**config.mk**
```make
export PLATFORM = sky130hd
export DESIGN_NAME = frame_tstamp_unit
export DESIGN_NICKNAME = d
export VERILOG_FILES = /design/src/rtl/tstamp_pkg.sv /design/src/rtl/tstamp_timer.sv /design/src/rtl/tstamp_capture.sv /design/src/rtl/tstamp_status.sv /design/src/rtl/tstamp_regport.sv /design/src/rtl/frame_tstamp_unit.sv
export SDC_FILE = /design/constraint.sdc
export NUM_CORES = 1
export LEC_CHECK = 0
export ABC_AREA = 1
export BUFFER_PORTS_ARGS = -buffer_cell sky130_fd_sc_hd__buf_2
export CAP_MARGIN = 10
export CELL_PAD_IN_SITES_DETAIL_PLACEMENT = 0
export CELL_PAD_IN_SITES_GLOBAL_PLACEMENT = 1
export CORE_MARGIN = 1
export CORE_UTILIZATION = 25
export CTS_CLUSTER_SIZE = 28
export DETAILED_ROUTE_END_ITERATION = 10
export GPL_TIMING_DRIVEN = 0
export PLACE_DENSITY_LB_ADDON = 0.1
export REMOVE_ABC_BUFFERS = 1
export SLEW_MARGIN = 20
export SYNTH_ARGS = -nofsm -noshare
export SYNTH_HDL_FRONTEND = slang
export SYNTH_SLANG_ARGS = --single-unit
```
**constraint.sdc**
```tcl
create_clock -name clk -period 1.8 [get_ports clk]
set_input_delay 0.27 -clock clk [delete_from_list [all_inputs] [get_ports clk]]
set_output_delay 0.27 -clock clk [all_outputs]
set_load 0.01 [all_outputs]
```
**src/rtl/tstamp_pkg.sv**
```systemverilog
package tstamp_pkg;
  localparam int TIMER_W = 16;
  localparam int DATA_W  = 32;
  localparam int FLAG_BIT = 0;

  typedef enum logic [0:0] {
    SEL_TSTAMP = 1'b0,
    SEL_STATUS = 1'b1
  } reg_sel_e;
endpackage

```
**src/rtl/tstamp_timer.sv**
```systemverilog
module tstamp_timer #(
  parameter int W = tstamp_pkg::TIMER_W
) (
  input  logic         clk,
  input  logic         rst_n,
  input  logic         run,
  output logic [W-1:0] count
);
  always_ff @(posedge clk or negedge rst_n) begin
    if (!rst_n)   count <= '0;
    else if (run) count <= count + W'(1);
    else          count <= '0;
  end

  p_count_step_r1: assert property (@(posedge clk) disable iff (!rst_n)
    $past(run) |-> count == W'($past(count) + W'(1)));
  p_count_idle_r1: assert property (@(posedge clk) disable iff (!rst_n)
    !run |=> count == '0);
endmodule

```
**src/rtl/tstamp_capture.sv**
```systemverilog
module tstamp_capture #(
  parameter int W = tstamp_pkg::TIMER_W
) (
  input  logic         clk,
  input  logic         rst_n,
  input  logic         run,
  input  logic         at_eof,
  input  logic         sof,
  input  logic         eof,
  input  logic [W-1:0] count,
  output logic         cap_evt,
  output logic [W-1:0] stamp
);
  logic run_q;
  logic rearm;
  logic sel_evt;

  assign sel_evt = at_eof ? eof : sof;
  assign cap_evt = run && sel_evt;
  assign rearm   = run && !run_q;

  always_ff @(posedge clk or negedge rst_n) begin
    if (!rst_n) begin
      run_q <= 1'b0;
      stamp <= '0;
    end else begin
      run_q <= run;
      if (rearm)        stamp <= '0;
      else if (cap_evt) stamp <= count;
    end
  end

  p_rearm_zero_r9: assert property (@(posedge clk) disable iff (!rst_n)
    (run && !run_q) |=> stamp == '0);
  p_ignore_off_r10: assert property (@(posedge clk) disable iff (!rst_n)
    !run |=> $stable(stamp));
endmodule

```
**src/rtl/tstamp_status.sv**
```systemverilog
module tstamp_status (
  input  logic clk,
  input  logic rst_n,
  input  logic set_evt,
  input  logic clr_req,
  input  logic mask,
  output logic flag,
  output logic irq
);
  always_ff @(posedge clk or negedge rst_n) begin
    if (!rst_n)       flag <= 1'b0;
    else if (set_evt) flag <= 1'b1;
    else if (clr_req) flag <= 1'b0;
  end

  assign irq = flag && mask;

  p_flag_set_r5: assert property (@(posedge clk) disable iff (!rst_n)
    set_evt |=> flag);
  p_flag_clear_r7: assert property (@(posedge clk) disable iff (!rst_n)
    (clr_req && !set_evt) |=> !flag);
endmodule

```
**src/rtl/tstamp_regport.sv**
```systemverilog
module tstamp_regport #(
  parameter int W  = tstamp_pkg::TIMER_W,
  parameter int DW = tstamp_pkg::DATA_W
) (
  input  logic          clk,
  input  logic          rst_n,
  input  logic          stb,
  input  logic          addr,
  input  logic [W-1:0]  stamp,
  input  logic          flag,
  output logic          clr_req,
  output logic          valid,
  output logic [DW-1:0] data
);
  import tstamp_pkg::*;

  logic [DW-1:0] mux_val;
  logic [DW-1:0] stat_word;

  always_comb begin
    stat_word = '0;
    stat_word[FLAG_BIT] = flag;
  end

  assign mux_val = (reg_sel_e'(addr) == SEL_STATUS) ? stat_word : DW'(stamp);
  assign clr_req = stb && (reg_sel_e'(addr) == SEL_STATUS);

  always_ff @(posedge clk or negedge rst_n) begin
    if (!rst_n) begin
      valid <= 1'b0;
      data  <= '0;
    end else begin
      valid <= stb;
      if (stb) data <= mux_val;
    end
  end

  p_rd_valid_r11: assert property (@(posedge clk) disable iff (!rst_n)
    stb |=> valid);
  p_rd_idle_r11: assert property (@(posedge clk) disable iff (!rst_n)
    !stb |=> !valid);
endmodule

```
**src/rtl/frame_tstamp_unit.sv**
```systemverilog
module frame_tstamp_unit (
  input  logic        clk,
  input  logic        rst_n,
  input  logic        ctrl_en,
  input  logic        cap_at_eof,
  input  logic        irq_mask,
  input  logic        sof_pulse,
  input  logic        eof_pulse,
  input  logic        rd_stb,
  input  logic        rd_addr,
  output logic        rd_valid,
  output logic [31:0] rd_data,
  output logic        irq
);
  import tstamp_pkg::*;

  logic [TIMER_W-1:0] count;
  logic [TIMER_W-1:0] stamp;
  logic               cap_evt;
  logic               clr_req;
  logic               flag;

  tstamp_timer #(.W(TIMER_W)) u_timer (
    .clk(clk), .rst_n(rst_n), .run(ctrl_en), .count(count)
  );

  tstamp_capture #(.W(TIMER_W)) u_capture (
    .clk(clk), .rst_n(rst_n), .run(ctrl_en), .at_eof(cap_at_eof),
    .sof(sof_pulse), .eof(eof_pulse), .count(count),
    .cap_evt(cap_evt), .stamp(stamp)
  );

  tstamp_status u_status (
    .clk(clk), .rst_n(rst_n), .set_evt(cap_evt), .clr_req(clr_req),
    .mask(irq_mask), .flag(flag), .irq(irq)
  );

  tstamp_regport #(.W(TIMER_W), .DW(DATA_W)) u_regport (
    .clk(clk), .rst_n(rst_n), .stb(rd_stb), .addr(rd_addr),
    .stamp(stamp), .flag(flag), .clr_req(clr_req),
    .valid(rd_valid), .data(rd_data)
  );

  p_irq_needs_mask_r6: assert property (@(posedge clk) disable iff (!rst_n)
    irq |-> irq_mask);
  p_hold_on_collide_r8: assert property (@(posedge clk) disable iff (!rst_n)
    (cap_evt && rd_stb && rd_addr) |=> flag);
endmodule

```
==> impl_metrics.env <==
export IMPL_path_class="flop to flop"
export IMPL_synth_area_leaders="dfrtp_1 54%, nand2_1 9.4%, o21ai_0 5.5%"
export IMPL_reg2reg_from="u_timer.count[0]"
export IMPL_grt_max_degree=52
export IMPL_timing_final_ws_setup_ps=127
export IMPL_synthArstFlopShare=1.00
export IMPL_ys_warn_count=0
export IMPL_fp_dieArea_mm2=0.00981
export IMPL_syn_avg_cell_area_um2=8.62
export IMPL_r2r_end="u_timer.count[12]"
export IMPL_fmax_mhz=598
export IMPL_core_area_mm2=0.00920
export IMPL_cts_setup_buffers=0
export IMPL_fin_skew_ps=5.84
export IMPL_layout_min_cycle_time_ps=1670
export IMPL_wl_um=4860
export IMPL_grt_use_total=0.111
export IMPL_ys_flop_type="dfrtp_1"
export IMPL_ys_seq_area_frac=0.542
export IMPL_maxCapViolations=0
export IMPL_worst_path_most_repeated_cell="nand2_1"
export IMPL_htreeDepth=2
export IMPL_fin_nets=307
export IMPL_insertion_delay_ps=310
export IMPL_drtPass1Iterations=4
export IMPL_dr_max_layer_used="met4"
export IMPL_cp_top_family="simple AND/OR/NAND/NOR gates"
export IMPL_rsz0062_at_grt="false"
export IMPL_drt_first_iter_violations=78
export IMPL_overflow=0
export IMPL_cp_endpoint="u_timer.count[12]"
export IMPL_syn_cell_area_mm2=0.00235
export IMPL_cp_end_kind="flop"
export IMPL_cp_cell_sequence="ha_1, nand2_1, nor2_1, nand2_1, nor2_1, nand2_1, nand2_1, nor2_1"
export IMPL_ant_nets=0
export IMPL_reg2reg_slack_ps=130
export IMPL_wl_met3_um=133
export IMPL_clkSlewWorstSetupHoldPaths_ps=90
export IMPL_worstRegToRegCells=8
export IMPL_relSlewSlack=0.535
export IMPL_synth_seq_cells=51
export IMPL_synthCells=273
export IMPL_viasPerCell=4.11
export IMPL_cts_buffer_depth=2
export IMPL_ys_types=22
export IMPL_first_global_vias=1602
export IMPL_fin_area_mm2=0.00260
export IMPL_num_rows=35
export IMPL_worstPathRequired_ps=2020
export IMPL_vias=1682
export IMPL_dpl_worst_slack_ps=-333
export IMPL_wl_per_cell_um=11.9
export IMPL_netlist_top_cells_count="59 x nand2_1, 51 x dfrtp_1, 34 x inv_1"
export IMPL_finalSetupViolCount=0
export IMPL_wl_met2_um=2250
export IMPL_clock_root_buffer="clkbuf_8"
export IMPL_syn_to_final_growth_pct=10.4
export IMPL_diodes=0
export IMPL_powerDensity_mw_per_mm2=797
export IMPL_io_pins=43
export IMPL_antenna_found_initial=0
export IMPL_worstSetupStartpointType="flop"
export IMPL_tightest_slew_ps=697
export IMPL_peakVddDrop_uv=236
export IMPL_cts_buffers=5
export IMPL_yosysTopAreaCell="dfrtp_1"
export IMPL_drc_errors=0
export IMPL_drive_gt1_frac=0.148
export IMPL_met1Wirelength_um=2380
export IMPL_crit_arrival_ps=1890
export IMPL_path_max_fanout=6
export IMPL_p_leak_uw=0.00128
export IMPL_yosys_area_top_type_share=0.542
export IMPL_worst_path_stages=8
export IMPL_synth_most_common_cell="nand2_1"
export IMPL_finalCritPeriodShare=0.930
export IMPL_startpoint="u_timer.count[0]"
export IMPL_place_congestion=0.740
export IMPL_cp_slowest_cell="dfrtp_1"
export IMPL_outcome="finished clean"
export IMPL_hold_viol_final=0
export IMPL_cts_tree="done"
export IMPL_die_w_um=99.0
export IMPL_postPlaceCellArea_mm2=0.00250
export IMPL_grt_pass1_wl_um=8360
export IMPL_power_uw=2070
export IMPL_cts_sinks=51
export IMPL_synth_edf_count=0
export IMPL_hold_path_class="primary input to asynchronous set/reset pin"
export IMPL_io_buffers=26
export IMPL_initial_utilization=0.256
export IMPL_maxSlewViolCount=0
export IMPL_path_buf_inv=0
export IMPL_hpwl_um=3190
export IMPL_cpPeakStageDelay_ps=450
export IMPL_fp_dieH_um=99.0
==> metrics by stage <==
step / hold slack, ps / util / instances / TNS (ps)
after floorplan: -25.6 / - / 264 / 0
after CTS: 30.3 / 0.282 / 409 / 0
after detailed placement: 376 / 0.272 / 401 / -4750
after global routing: 53.0 / 0.282 / 409 / 0
final: 1.00 / 0.282 / 409 / 0
after global placement: 425 / 0.271 / 401 / -4490
==> what timing repair did <==
item	in CTS	in global routing
hold buffers	0	0
setup endpoints to repair	0	16
resized for setup	0	1
==> routing by layer <==
layer / vias up / track usage
met3: 7 / 0.0191
met1: 776 / 0.146
met4: 0 / 0.0482
met2: 36 / 0.178
met5: - / 0
li1: 863 / -
==> power by group <==
group	total, µW	leakage [µW]	switching (µW)	internal [µW]
clock network	737	0.0000515	385	352
logic	150	0.000525	116	33.9
registers	1180	0.000700	14.7	1170
total	2070	0.00128	516	1550
==> worst reg2reg max path: cells and delay by family (launching register included) <==
| kind | cells | cell delay (ps) |
|---|---|---|
| and+or+nand+nor | 7 | 930 |
| adders and majority gates | 1 | 200 |
| DFF | 1 | 450 |
==> cell families after synthesis <==
group | count (synthesis) | share of synthesized area
compound gates | 45 | 0.104
other cells | 1 | 0.00159
fa+ha+maj | 1 | 0.00532
flops | 51 | 0.542
buf+inv | 60 | 0.136
simple gates | 114 | 0.207
xor+xnor | 1 | 0.00372
==> layout by cell type, fill, tap and decap left out <==
cell type	instances
o21ai_2	4
buf_2	25
conb_1	16
buf_4	1
ha_1	1
dfrtp_1	51
o21ai_0	26
nand2_1	59
inv_1	34
o21bai_1	2
nand2_4	1
or2_2	1
nand3_1	19
clkinv_1	1
xor2_1	1
nand3_2	4
clkbuf_8	7
a21oi_1	7
nor2_1	29
o21ai_1	6
inv_2	1
nor3_1	1
clkbuf_1	1
==> registers in the layout, indices dropped and copies added (netlist names) <==
signal / cells
u_regport.data: 16
u_timer.count: 16
u_capture.stamp: 16
u_regport.valid: 1
u_capture.run_q: 1
u_status.flag: 1
==> layout make-up <==
type                       count  area, µm²
inverter                      36        135
clock buffer                   8        100
multi-input combinational    177        815
timing repair buffer          26        133
tap                          111        139
sequential                    51       1280
fill                        1024       6600
==> worst min-delay path by stage <==
stage / endpoint / from / slack, ps / cells past startpoint
floorplan: u_capture.run_q / rst_n / -30 / 0
global placement: u_regport.valid / rd_stb / 420 / 1
detailed placement: u_regport.data[8] / rst_n / 380 / 1
CTS: u_regport.data[6] / rst_n / 30 / 1
global route: u_regport.data[8] / rst_n / 50 / 1
finish: u_regport.data[8] / rst_n / 1 / 1
No activity file was read; power rests on OpenSTA's default activity.
